## src/rtl/cycle_tally_pkg.sv

```systemverilog
package cycle_tally_pkg;
   localparam int CTL_W  = 5;
   localparam int F_CLR  = 0;
   localparam int F_DIV  = 1;
   localparam int F_LONG = 2;
   localparam int F_STOP = 3;
   localparam int F_EXP  = 4;

   // stored control state, most significant field first (matches bits 4..1)
   typedef struct packed {
      logic exp_en;
      logic stop_on_prohib;
      logic long_ovf;
      logic div_sel;
   } ctl_t;

   localparam ctl_t CTL_RESET = '{exp_en: 1'b0, stop_on_prohib: 1'b0,
                                  long_ovf: 1'b1, div_sel: 1'b0};
endpackage

```

## src/rtl/cycle_tally_ctl.sv

```systemverilog
module cycle_tally_ctl
   import cycle_tally_pkg::*;
(
   input  logic             clk,
   input  logic             rst_n,
   input  logic             wr,
   input  logic [CTL_W-1:0] wdata,
   output ctl_t             ctl_q,
   output logic             clr_cmd,
   output logic             pre_clr,
   output logic [CTL_W-1:0] rdata
);
   ctl_t ctl_d;

   always_comb begin
      ctl_d = ctl_q;
      if (wr) begin
         ctl_d.exp_en         = wdata[F_EXP];
         ctl_d.stop_on_prohib = wdata[F_STOP];
         ctl_d.long_ovf       = wdata[F_LONG];
         ctl_d.div_sel        = wdata[F_DIV];
      end
   end

   always_ff @(posedge clk or negedge rst_n) begin
      if (!rst_n) ctl_q <= CTL_RESET;
      else        ctl_q <= ctl_d;
   end

   assign clr_cmd = wr & wdata[F_CLR];
   assign pre_clr = clr_cmd | (wr & (wdata[F_DIV] != ctl_q.div_sel));
   // the command bit is write-only and reads back as zero
   assign rdata   = {ctl_q, 1'b0};
endmodule

```

## src/rtl/cycle_tally_pre.sv

```systemverilog
module cycle_tally_pre #(
   parameter int PRE_W = 6
) (
   input  logic clk,
   input  logic rst_n,
   input  logic run,
   input  logic div_eff,
   input  logic sync_clr,
   output logic tick
);
   generate
      if (PRE_W == 0) begin : g_no_pre
         logic unused_pre;
         assign unused_pre = &{1'b0, clk, rst_n, div_eff, sync_clr};
         assign tick = run;
      end else begin : g_pre
         localparam logic [PRE_W-1:0] PRE_MAX = {PRE_W{1'b1}};
         localparam logic [PRE_W-1:0] PRE_ONE = {{(PRE_W-1){1'b0}}, 1'b1};
         logic [PRE_W-1:0] pre_q;

         always_ff @(posedge clk or negedge rst_n) begin
            if (!rst_n)               pre_q <= '0;
            else if (sync_clr)        pre_q <= '0;
            else if (run && div_eff)  pre_q <= pre_q + PRE_ONE;
         end

         assign tick = run & (!div_eff | (pre_q == PRE_MAX));
      end
   endgenerate
endmodule

```

## src/rtl/cycle_tally_cnt.sv

```systemverilog
module cycle_tally_cnt #(
   parameter int CNT_W = 64,
   parameter int LOW_W = 32
) (
   input  logic             clk,
   input  logic             rst_n,
   input  logic             clr,
   input  logic             load,
   input  logic [CNT_W-1:0] load_val,
   input  logic             tick,
   input  logic             long_ovf,
   input  logic             ovf_clr,
   output logic [CNT_W-1:0] cnt_q,
   output logic             ovf_q,
   output logic             adv
);
   localparam logic [CNT_W-1:0] CNT_ONE = {{(CNT_W-1){1'b0}}, 1'b1};

   logic full_wrap;
   logic low_wrap;
   logic wrap_hit;

   assign full_wrap = &cnt_q;

   generate
      if (LOW_W >= CNT_W) begin : g_same_width
         assign low_wrap = full_wrap;
      end else begin : g_split_width
         assign low_wrap = &cnt_q[LOW_W-1:0];
      end
   endgenerate

   assign adv      = tick & ~clr & ~load;
   assign wrap_hit = long_ovf ? full_wrap : low_wrap;

   always_ff @(posedge clk or negedge rst_n) begin
      if (!rst_n)    cnt_q <= '0;
      else if (clr)  cnt_q <= '0;
      else if (load) cnt_q <= load_val;
      else if (adv)  cnt_q <= cnt_q + CNT_ONE;
   end

   // a new overflow wins over a simultaneous flag clear
   always_ff @(posedge clk or negedge rst_n) begin
      if (!rst_n)                ovf_q <= 1'b0;
      else if (adv && wrap_hit)  ovf_q <= 1'b1;
      else if (ovf_clr)          ovf_q <= 1'b0;
   end
endmodule

```

## src/rtl/cycle_tally.sv

```systemverilog
module cycle_tally
   import cycle_tally_pkg::*;
#(
   parameter int CNT_W = 64,
   parameter int LOW_W = 32,
   parameter int PRE_W = 6
) (
   input  logic             clk,
   input  logic             rst_n,
   input  logic             glb_en,
   input  logic             own_en,
   input  logic             prohibit_i,
   input  logic             ctl_wr,
   input  logic [CTL_W-1:0] ctl_wdata,
   output logic [CTL_W-1:0] ctl_rdata,
   input  logic             cnt_wr,
   input  logic [CNT_W-1:0] cnt_wdata,
   input  logic             ovf_clr,
   output logic [CNT_W-1:0] cnt_o,
   output logic             ovf_o,
   output logic             exp_valid_o
);
   generate
      if (CNT_W < 2) begin : g_bad_cnt
         $error("cycle_tally: CNT_W must be at least 2");
      end
      if (LOW_W < 1 || LOW_W > CNT_W) begin : g_bad_low
         $error("cycle_tally: LOW_W must lie in 1..CNT_W");
      end
      if (PRE_W < 0 || PRE_W > 16) begin : g_bad_pre
         $error("cycle_tally: PRE_W must lie in 0..16");
      end
   endgenerate

   ctl_t ctl_q;
   logic clr_cmd;
   logic pre_clr;
   logic run;
   logic div_eff;
   logic tick;
   logic adv;
   logic exp_q;

   cycle_tally_ctl u_ctl (
      .clk     (clk),
      .rst_n   (rst_n),
      .wr      (ctl_wr),
      .wdata   (ctl_wdata),
      .ctl_q   (ctl_q),
      .clr_cmd (clr_cmd),
      .pre_clr (pre_clr),
      .rdata   (ctl_rdata)
   );

   assign run     = glb_en & own_en & ~(ctl_q.stop_on_prohib & prohibit_i);
   assign div_eff = ctl_q.div_sel & ~ctl_q.long_ovf;

   cycle_tally_pre #(.PRE_W(PRE_W)) u_pre (
      .clk      (clk),
      .rst_n    (rst_n),
      .run      (run),
      .div_eff  (div_eff),
      .sync_clr (pre_clr),
      .tick     (tick)
   );

   cycle_tally_cnt #(.CNT_W(CNT_W), .LOW_W(LOW_W)) u_cnt (
      .clk      (clk),
      .rst_n    (rst_n),
      .clr      (clr_cmd),
      .load     (cnt_wr),
      .load_val (cnt_wdata),
      .tick     (tick),
      .long_ovf (ctl_q.long_ovf),
      .ovf_clr  (ovf_clr),
      .cnt_q    (cnt_o),
      .ovf_q    (ovf_o),
      .adv      (adv)
   );

   always_ff @(posedge clk or negedge rst_n) begin
      if (!rst_n) exp_q <= 1'b0;
      else        exp_q <= adv & ctl_q.exp_en & ~prohibit_i;
   end

   assign exp_valid_o = exp_q;
endmodule

```

## config.mk

```make
export PLATFORM = sky130hd
export DESIGN_NAME = cycle_tally
export DESIGN_NICKNAME = d
export VERILOG_FILES = /design/src/rtl/cycle_tally_pkg.sv /design/src/rtl/cycle_tally_ctl.sv /design/src/rtl/cycle_tally_pre.sv /design/src/rtl/cycle_tally_cnt.sv /design/src/rtl/cycle_tally.sv
export SDC_FILE = /design/constraint.sdc
export NUM_CORES = 1
export LEC_CHECK = 0
export ABC_AREA = 1
export BUFFER_PORTS_ARGS = -buffer_cell sky130_fd_sc_hd__buf_2
export CAP_MARGIN = 20
export CORE_UTILIZATION = 55
export CTS_BUF_LIST = sky130_fd_sc_hd__clkbuf_8
export CTS_CLUSTER_SIZE = 12
export DETAILED_ROUTE_END_ITERATION = 10
export PLACE_DENSITY_LB_ADDON = 0.3
export SYNTH_ARGS = -nofsm -noshare
export SYNTH_HDL_FRONTEND = slang
export SYNTH_SLANG_ARGS = --single-unit
export TNS_END_PERCENT = 100
```

## constraint.sdc

```tcl
create_clock -name clk -period 2.1 [get_ports clk]
set_input_delay 0.42 -clock clk [delete_from_list [all_inputs] [get_ports clk]]
set_output_delay 0.42 -clock clk [all_outputs]
set_load 0.005 [all_outputs]
```

==> out/metrics.csv <==
metric;value;unit
synth_top_family_by_area;simple AND/OR/NAND/NOR gates;
fillers;967;
syn-num-nets;1049;
fmax;498;MHz
via_count;6725;
grt_use_total;0.381;
powerDensity;619;nW/um^2
synth_seq_cells;76;
synth_top_cells_by_count;361 x nand2_1, 222 x nor2_1, 75 x dfrtp_1, 68 x inv_1, 55 x nand3_1;
finalPower;4.38;mW
yosys.area_share.simple;0.485;
drtPass1Iterations;6;
synth-edff-count;0;
ctsRootBufferMaster;clkbuf_8;
max_cap_viol_count;0;
path_clk_slew;90;ps
io_buffers;146;
slew_viol_final;0;
drc;0;
hold_class;input port to async pin;
relSlewSlack;0.643;
critPathMostFrequentCell;nand2_1;
synth-adder-area-share;0.00425;
status;finished, final reports clean;
clk_latency;380;ps
setup.worst_path.start_class;flip-flop;
path_max_fanout;5;
ios;148;
finalCritPeriodShare;0.956;
setup_viol;0;
antenna_left;0;
cts_max_path_buffers;2;
yosysUniqueCellTypes;33;
path_cells;ha_1 > nand3_1 > nor3_1 > buf_4 > nand2_1 > nand2_1 > nand3_1 > nand2_1 > nand2_1;
first_global_vias;6223;
ys_warn_count;0;
initialDrtViolationCount;720;
routed_via_density;5.33;
grt-ovfl-total;0;
synth_cells;970;
critPathRequiredTime;2380;ps
cts_setup_buffers;0;
wirelength;20400;microns
die_y;106;microns
yosysMostFrequentCell;nand2_1;
core.rowCount;37;
timing_worst_setup_path_type;flip-flop to flip-flop;
synthMuxAreaShare;0.0108;
endpoint_kind;flip-flop;
setup_ws;92.0;ps
place_congestion;1.01;
power.leakage;3.52;nW
antenna_cells;0;
path_buf_inv;1;
peakVddDrop;0.551;mV
rsz0062_at_grt;no;
core;10400;sq um
ys_top_cells_by_area;dfrtp_1 32%, nand2_1 23%, nor2_1 14%, nand3_1 4.7%, inv_1 4.3%;
final_hold_viol_count;0;
critPathMaxStageDelay;490;ps
period_needed;2010;ps
syn_area_per_cell;6.08;sq um
cts_buffers;9;
synthArstFlopShare;1.00;
dp_cells;1246;
cts.sinks;76;
tritoncts;done;
cts_hold_buf;0;
crit_slowest_cell;nor3_1;
grt_pass1_wl;32300;microns
nNetsFinal;1200;
synth_top_cell_by_area;dfrtp_1;
die_area;11100;sq um
finalSetupTns;0;ps
cp.arrival;2290;ps
cp_top_family;simple AND/OR/NAND/NOR gates;
yosysSeqAreaShare;0.323;
synthXorXnorAreaFrac;0.0431;
ys.flop_type;dfrtp_1;
skew;14.4;ps
drive_above_1_share;0.200;
antenna_found_initial;0;
h-tree-depth;3;
syn_to_final_growth;20.1;%
dp_slack;160;ps
worst_pin_slew;535;ps
synth_top_area_frac;0.318;
syn_area;5890;sq um
fin_cells;1262;
hpwl;15800;microns
wl_per_cell;16.2;microns
die_width;106;microns
grt_max_degree;80;
synth_compound_area_frac;0.0594;
cts_resized;0;
start_util;0.568;
-- logic make-up (layout without fill, tap and decap cells) --
logic type | Yosys count | count (layout)
other cells | 1 | 1
buf+inv | 100 | 256
simple gates | 691 | 691
fa+ha+maj | 2 | 2
flops | 76 | 76
xor+xnor | 29 | 29
mux | 6 | 6
compound gates | 65 | 65
-- worst register-to-register path: cells and delay by family, from the launching register on --
kind,cells,cell delay (ps)
fa+ha+maj,1,230
buf+inv,1,200
simple gates,7,1050
flops,1,430
-- report_power, final --
part           leakage [nW]  internal, mW  switching (mW)
clock                 0.102         0.616           0.619
combinational          2.46         0.501           0.690
sequential            0.957          1.65           0.301
total                  3.52          2.77            1.61
-- layer usage --
layer	GRT usage	wire length, microns	up-vias
li1	-	-	3337
met1	0.541	9180	3027
met2	0.581	8980	329
met3	0.0730	1730	32
met4	0.130	536	0
met5	0	0	-
-- final cells by class --
| class | count | area [sq um] | area share |
|---|---|---|---|
| clock buffers | 11 | 151 | 0.0214 |
| clock inverters | 5 | 58.8 | 0.00831 |
| repair buffers | 169 | 968 | 0.137 |
| multi-input cells | 794 | 3560 | 0.503 |
| inverters | 71 | 268 | 0.0378 |
| flip-flops and latches | 76 | 1900 | 0.269 |
| well taps | 136 | 170 | 0.0240 |
-- flip-flops by register name (all words and copies together), names as in the netlist --
signal / flops
u_cnt.cnt_q: 64
u_pre.g_pre.pre_q: 6
u_ctl.ctl_q: 4
exp_valid_o: 1
u_cnt.ovf_q: 1
-- worst paths after layout --
check / start / slack [ps] / cells past startpoint / end
max: u_cnt.cnt_q[1] / 90 / 9 / u_cnt.cnt_q[52]
min: rst_n / 20 / 1 / u_cnt.cnt_q[51]
max reg2reg: u_cnt.cnt_q[1] / 90 / 9 / u_cnt.cnt_q[52]
min reg2reg: u_cnt.ovf_q / 540 / 2 / u_cnt.ovf_q
max in group asynchronous: rst_n / 1430 / 2 / u_ctl.ctl_q[1]
min in group clk: prohibit_i / 200 / 2 / exp_valid_o
-- through the flow --
| step | hold slack [ps] | instance area (sq um) | utilization |
|---|---|---|---|
| global route | 27.8 | 7080 | 0.683 |
| detailed placement | 426 | 6870 | 0.663 |
| CTS | 12.0 | 7080 | 0.683 |
| floorplan | 124 | 5890 | - |
| global placement | 424 | 6870 | 0.663 |
| finish | 15.8 | 7080 | 0.683 |
-- cell usage in the layout, fill, tap and decap left out, drive strengths merged, types with 5 or more instances in the layout --
cell    instances
dfrtp          75
xor2           19
nand4          17
o22ai           7
a21oi           5
nand2         373
inv            71
clkbuf         11
xnor2          10
nand3          57
o21ai          47
nor2          239
buf           169
Note: power is estimated with default switching activity, not from simulation.
